===== src/rtl/doorbell_pkg.sv =====
package doorbell_pkg;
  typedef struct packed {
    logic clr;
    logic sync;
    logic ack;
    logic en;
  } db_ctl_t;
endpackage


===== src/rtl/db_send.sv =====
module db_send #(
  parameter int NUM_CORES = 4,
  parameter int TGT_W     = 4
) (
  input  logic                 clk,
  input  logic                 rst,
  input  logic                 valid,
  input  logic [TGT_W-1:0]     target,
  output logic [NUM_CORES-1:0] req_q
);
  logic [NUM_CORES-1:0] hit;

  generate
    for (genvar t = 0; t < NUM_CORES; t++) begin : g_dec
      assign hit[t] = valid && (target == TGT_W'(t));
    end
  endgenerate

  always_ff @(posedge clk) begin
    if (rst) req_q <= '0;
    else     req_q <= hit;
  end

  p_req_onehot_r5: assert property (@(posedge clk) disable iff (rst)
    $onehot0(req_q));
  p_req_cause_r2: assert property (@(posedge clk) disable iff (rst)
    valid == 1'b0 |=> req_q == '0);
  p_range_drop_r3: assert property (@(posedge clk) disable iff (rst)
    (valid && ({1'b0, target} >= (TGT_W+1)'(NUM_CORES))) |=> req_q == '0);
endmodule


===== src/rtl/db_merge.sv =====
module db_merge #(
  parameter int NUM_CORES = 4
) (
  input  logic [NUM_CORES*NUM_CORES-1:0] req_all,
  output logic [NUM_CORES-1:0]           hit
);
  generate
    for (genvar t = 0; t < NUM_CORES; t++) begin : g_tgt
      always_comb begin
        hit[t] = 1'b0;
        for (int c = 0; c < NUM_CORES; c++)
          hit[t] = hit[t] | req_all[c*NUM_CORES + t];
      end
    end
  endgenerate
endmodule


===== src/rtl/db_recv.sv =====
module db_recv
  import doorbell_pkg::*;
(
  input  logic    clk,
  input  logic    rst,
  input  logic    hit,
  input  db_ctl_t ctl,
  output logic    pending_q,
  output logic    irq_q
);
  logic taken;
  logic nxt;

  assign taken = ctl.ack & irq_q;
  assign nxt   = hit | (pending_q & ~ctl.clr & ~taken);

  always_ff @(posedge clk) begin
    if (rst) begin
      pending_q <= 1'b0;
      irq_q     <= 1'b0;
    end else begin
      pending_q <= nxt;
      irq_q     <= nxt & ctl.en;
    end
  end

  p_set_r2: assert property (@(posedge clk) disable iff (rst)
    hit |=> pending_q);
  p_hold_r6: assert property (@(posedge clk) disable iff (rst)
    (pending_q && !ctl.clr && !(ctl.ack && irq_q)) |=> pending_q);
  p_clear_r7: assert property (@(posedge clk) disable iff (rst)
    (ctl.clr && !hit) |=> !pending_q);
  p_sync_noop_r8: assert property (@(posedge clk) disable iff (rst)
    (ctl.sync && !hit && !ctl.clr && !(ctl.ack && irq_q)) |=> pending_q == $past(pending_q));
  p_irq_gate_r9: assert property (@(posedge clk) disable iff (rst)
    irq_q |-> pending_q);
  p_irq_en_r9: assert property (@(posedge clk) disable iff (rst)
    !ctl.en |=> !irq_q);
  p_take_r10: assert property (@(posedge clk) disable iff (rst)
    (ctl.ack && irq_q && !hit) |=> (!pending_q && !irq_q));
  p_win_r11: assert property (@(posedge clk) disable iff (rst)
    (hit && (ctl.clr || ctl.ack)) |=> pending_q);
endmodule


===== src/rtl/doorbell_hub.sv =====
module doorbell_hub
  import doorbell_pkg::*;
#(
  parameter int NUM_CORES = 4,
  parameter int TGT_W     = 4
) (
  input  logic                       clk,
  input  logic                       rst,
  input  logic [NUM_CORES-1:0]       snd_valid,
  input  logic [NUM_CORES*TGT_W-1:0] snd_target,
  input  logic [NUM_CORES-1:0]       msg_clr,
  input  logic [NUM_CORES-1:0]       msg_sync,
  input  logic [NUM_CORES-1:0]       hv_irq_en,
  input  logic [NUM_CORES-1:0]       irq_ack,
  output logic [NUM_CORES-1:0]       db_pending,
  output logic [NUM_CORES-1:0]       db_irq
);
  localparam int REQ_W = NUM_CORES * NUM_CORES;

  logic [REQ_W-1:0]     req_all;
  logic [NUM_CORES-1:0] hit;

  generate
    for (genvar c = 0; c < NUM_CORES; c++) begin : g_core
      db_ctl_t ctl;
      assign ctl = '{clr: msg_clr[c], sync: msg_sync[c], ack: irq_ack[c], en: hv_irq_en[c]};

      db_send #(.NUM_CORES(NUM_CORES), .TGT_W(TGT_W)) u_send (
        .clk    (clk),
        .rst    (rst),
        .valid  (snd_valid[c]),
        .target (snd_target[c*TGT_W +: TGT_W]),
        .req_q  (req_all[c*NUM_CORES +: NUM_CORES])
      );

      db_recv u_recv (
        .clk       (clk),
        .rst       (rst),
        .hit       (hit[c]),
        .ctl       (ctl),
        .pending_q (db_pending[c]),
        .irq_q     (db_irq[c])
      );
    end
  endgenerate

  db_merge #(.NUM_CORES(NUM_CORES)) u_merge (
    .req_all (req_all),
    .hit     (hit)
  );

  p_reset_r1: assert property (@(posedge clk) rst |=> (db_pending == '0 && db_irq == '0));
endmodule


===== config.mk =====
export PLATFORM = sky130hd
export DESIGN_NAME = doorbell_hub
export DESIGN_NICKNAME = d
export VERILOG_FILES = /design/src/rtl/doorbell_pkg.sv /design/src/rtl/db_send.sv /design/src/rtl/db_merge.sv /design/src/rtl/db_recv.sv /design/src/rtl/doorbell_hub.sv
export SDC_FILE = /design/constraint.sdc
export NUM_CORES = 1
export LEC_CHECK = 0
export ABC_AREA = 1
export BUFFER_PORTS_ARGS = -buffer_cell sky130_fd_sc_hd__clkbuf_2
export CELL_PAD_IN_SITES_DETAIL_PLACEMENT = 0
export CELL_PAD_IN_SITES_GLOBAL_PLACEMENT = 1
export CORE_ASPECT_RATIO = 1.2
export CORE_MARGIN = 4
export CORE_UTILIZATION = 36
export CTS_BUF_LIST = sky130_fd_sc_hd__clkbuf_8
export DETAILED_ROUTE_END_ITERATION = 12
export PLACE_DENSITY = 0.95
export SETUP_SLACK_MARGIN = 0.02
export SYNTH_ARGS = -nofsm -noshare
export SYNTH_HDL_FRONTEND = slang
export SYNTH_SLANG_ARGS = --single-unit

===== constraint.sdc =====
create_clock -name clk -period 2.24 [get_ports clk]
set_clock_uncertainty 0.05 [all_clocks]
set_input_delay 0.56 -clock clk [delete_from_list [all_inputs] [get_ports clk]]
set_output_delay 0.56 -clock clk [all_outputs]
set_load 0.02 [all_outputs]

==> results_dict.tcl <==
set metrics [dict create \
    die_w_um 56.8 \
    path_delay_family "flip-flops" \
    rsz0062_at_grt "no" \
    whs_ps 448 \
    hp-class "primary input to flop" \
    overflow 0 \
    worst_pin_slew_ps 238 \
    antenna_found_initial 0 \
    relSlewSlack 0.841 \
    synthArstFlopShare 0 \
    vias 837 \
    clk_path_buf_depth 2 \
    cts_buffers 3 \
    n_antenna_cell 0 \
    hpwl_um 1590 \
    clk_latency_ps 260 \
    htreeDepth 1 \
    synth_top_area_share 0.467 \
    path_max_fanout 2 \
    drt-initial-drc-count 7 \
    ys_warn_count 0 \
    p_leak_nw 0.596 \
    syn-cell-area_mm2 0.00103 \
    grt_pass1_vias 861 \
    instances_no_fill 197 \
    layout-drive-gt1-share 0.317 \
    clk_pin_slew_ps 70 \
    final_area_mm2 0.00122 \
    initial_core_util 0.391 \
    avgSynthCellArea_um2 7.91 \
    root_buffer "clkbuf_8" \
    critical_path_class "flop to output pin" \
    clock_sinks 24 \
    grt_max_degree 13 \
    hold_buffers 0 \
    post_synth_most_frequent_cells "25 x inv_1, 24 x dfxtp_1, 21 x nand2_1" \
    syn_nets 168 \
    postRouteAntennaNets 0 \
    drc_errors 0 \
    worstPathCellList "clkbuf_2" \
    drv_slew 0 \
    finalNetCount 204 \
    core_mm2 0.00263 \
    finalHoldViolCount 0 \
    slowest_stage "dfxtp_1" \
    worstPathArrival_ps 780 \
    reg2reg_slack_ps 1380 \
    yosys-top-cells-area "dfxtp_1 47%, inv_1 9.1%, nand2_1 7.7%, nor2_1 6.2%, buf_4 5.8%" \
    yosysMostFrequentCell "inv_1" \
    period_share 0.619 \
    critical_path_required_ps 1630 \
    synth-edff-count 0 \
    ys_seq_elements 24 \
    place_inst 194 \
    drt-vias-per-instance 4.25 \
    row_count 20 \
    post-route-min-period_ps 1390 \
    port_buffers 41 \
    drtPass1Iterations 2 \
    syn_inst 130 \
    die_area_mm2 0.00378 \
    cts_resized 0 \
    status "finished clean" \
    grt_pass1_wl_um 3220 \
    yosysUniqueCellTypes 16 \
    groute.usage.overall 0.110 \
    synthFlopType "dfxtp_1" \
    area_growth_pct 19.1 \
    cts_setup_buffers 0 \
    gp_congestion 0.641 \
    maxCapViolCount 0 \
    pin_count 46 \
    place_area_mm2 0.00118 \
    cts_tree "done" \
    finalPower_uw 754 \
    crit_path_start_kind "flop" \
    setup_viol 0 \
    tns_ps 0 \
    wire_per_inst_um 9.39 \
    ir_drop_v 0.000252 \
    worst_setup_path_end_kind "output pin" \
    wirelength_um 1850 \
    powerDensity_mw_per_mm2 616 \
    die_y_um 66.6 \
    fmax_mhz 721 \
    critPathMaxStageDelay_ps 340 \
    path_buf_inv 1 \
    synth_top_area_cell "dfxtp_1" \
    seq_area_frac_synth 0.467 \
]
cells by family after synthesis:
family,share of synthesized area
simple gates,0.325
buf+inv,0.189
flops,0.467
compound gates,0.0195
state kept, by name, indices dropped and copies added (netlist names):
signal / cells
g_core.u_recv.irq_q: 4
g_core.u_recv.pending_q: 4
g_core.u_send.req_q: 16
area by class of cell:
type	instances	area, µm²
clock buffer	3	41.3
fill	261	1400
inverter	26	103
multi-input combinational	70	354
sequential	24	480
tap	33	41.3
timing repair buffer	41	205
stage by stage:
stage	setup slack (ps)	utilization
floorplan	1110	-
global placement	946	0.450
detailed placement	932	0.450
CTS	836	0.466
global route	815	0.466
finish	854	0.466
cell usage in the layout (no fill, tap or decap):
cell type  instances
a21oi_1            4
clkbuf_2          41
clkbuf_8           3
dfxtp_1           24
inv_1             25
inv_6              1
nand2_1           21
nand3_1            6
nand3_2            4
nand3b_1           5
nor2_1            17
nor2_4             1
nor3_1             8
nor3_2             2
or2_1              2
per-layer routing:
layer | share of wire | track usage
met1 | 0.36 | 0.106
met2 | 0.53 | 0.199
met3 | 0.082 | 0.0329
met4 | 0.030 | 0.0783
met5 | 0 | 0
power by group:
group	internal [mW]	total (mW)	switching [mW]
logic	0.0357	0.0785	0.0428
clock network	0.120	0.241	0.121
registers	0.433	0.435	0.00235
total	0.588	0.754	0.166
worst paths after layout:
path	startpoint	endpoint	cells after the start
worst max-delay path	g_core[3].u_recv.pending_q$_SDFF_PP0_	db_pending[3]	1
worst min-delay path	hv_irq_en[2]	g_core[2].u_recv.irq_q$_SDFF_PP0_	3
worst max register to register	g_core[1].u_send.req_q[2]$_SDFF_PP0_	g_core[2].u_recv.irq_q$_SDFF_PP0_	6
worst min register to register	g_core[0].u_recv.pending_q$_SDFF_PP0_	g_core[0].u_recv.pending_q$_SDFF_PP0_	2
No activity file was read; power rests on OpenSTA's default activity.
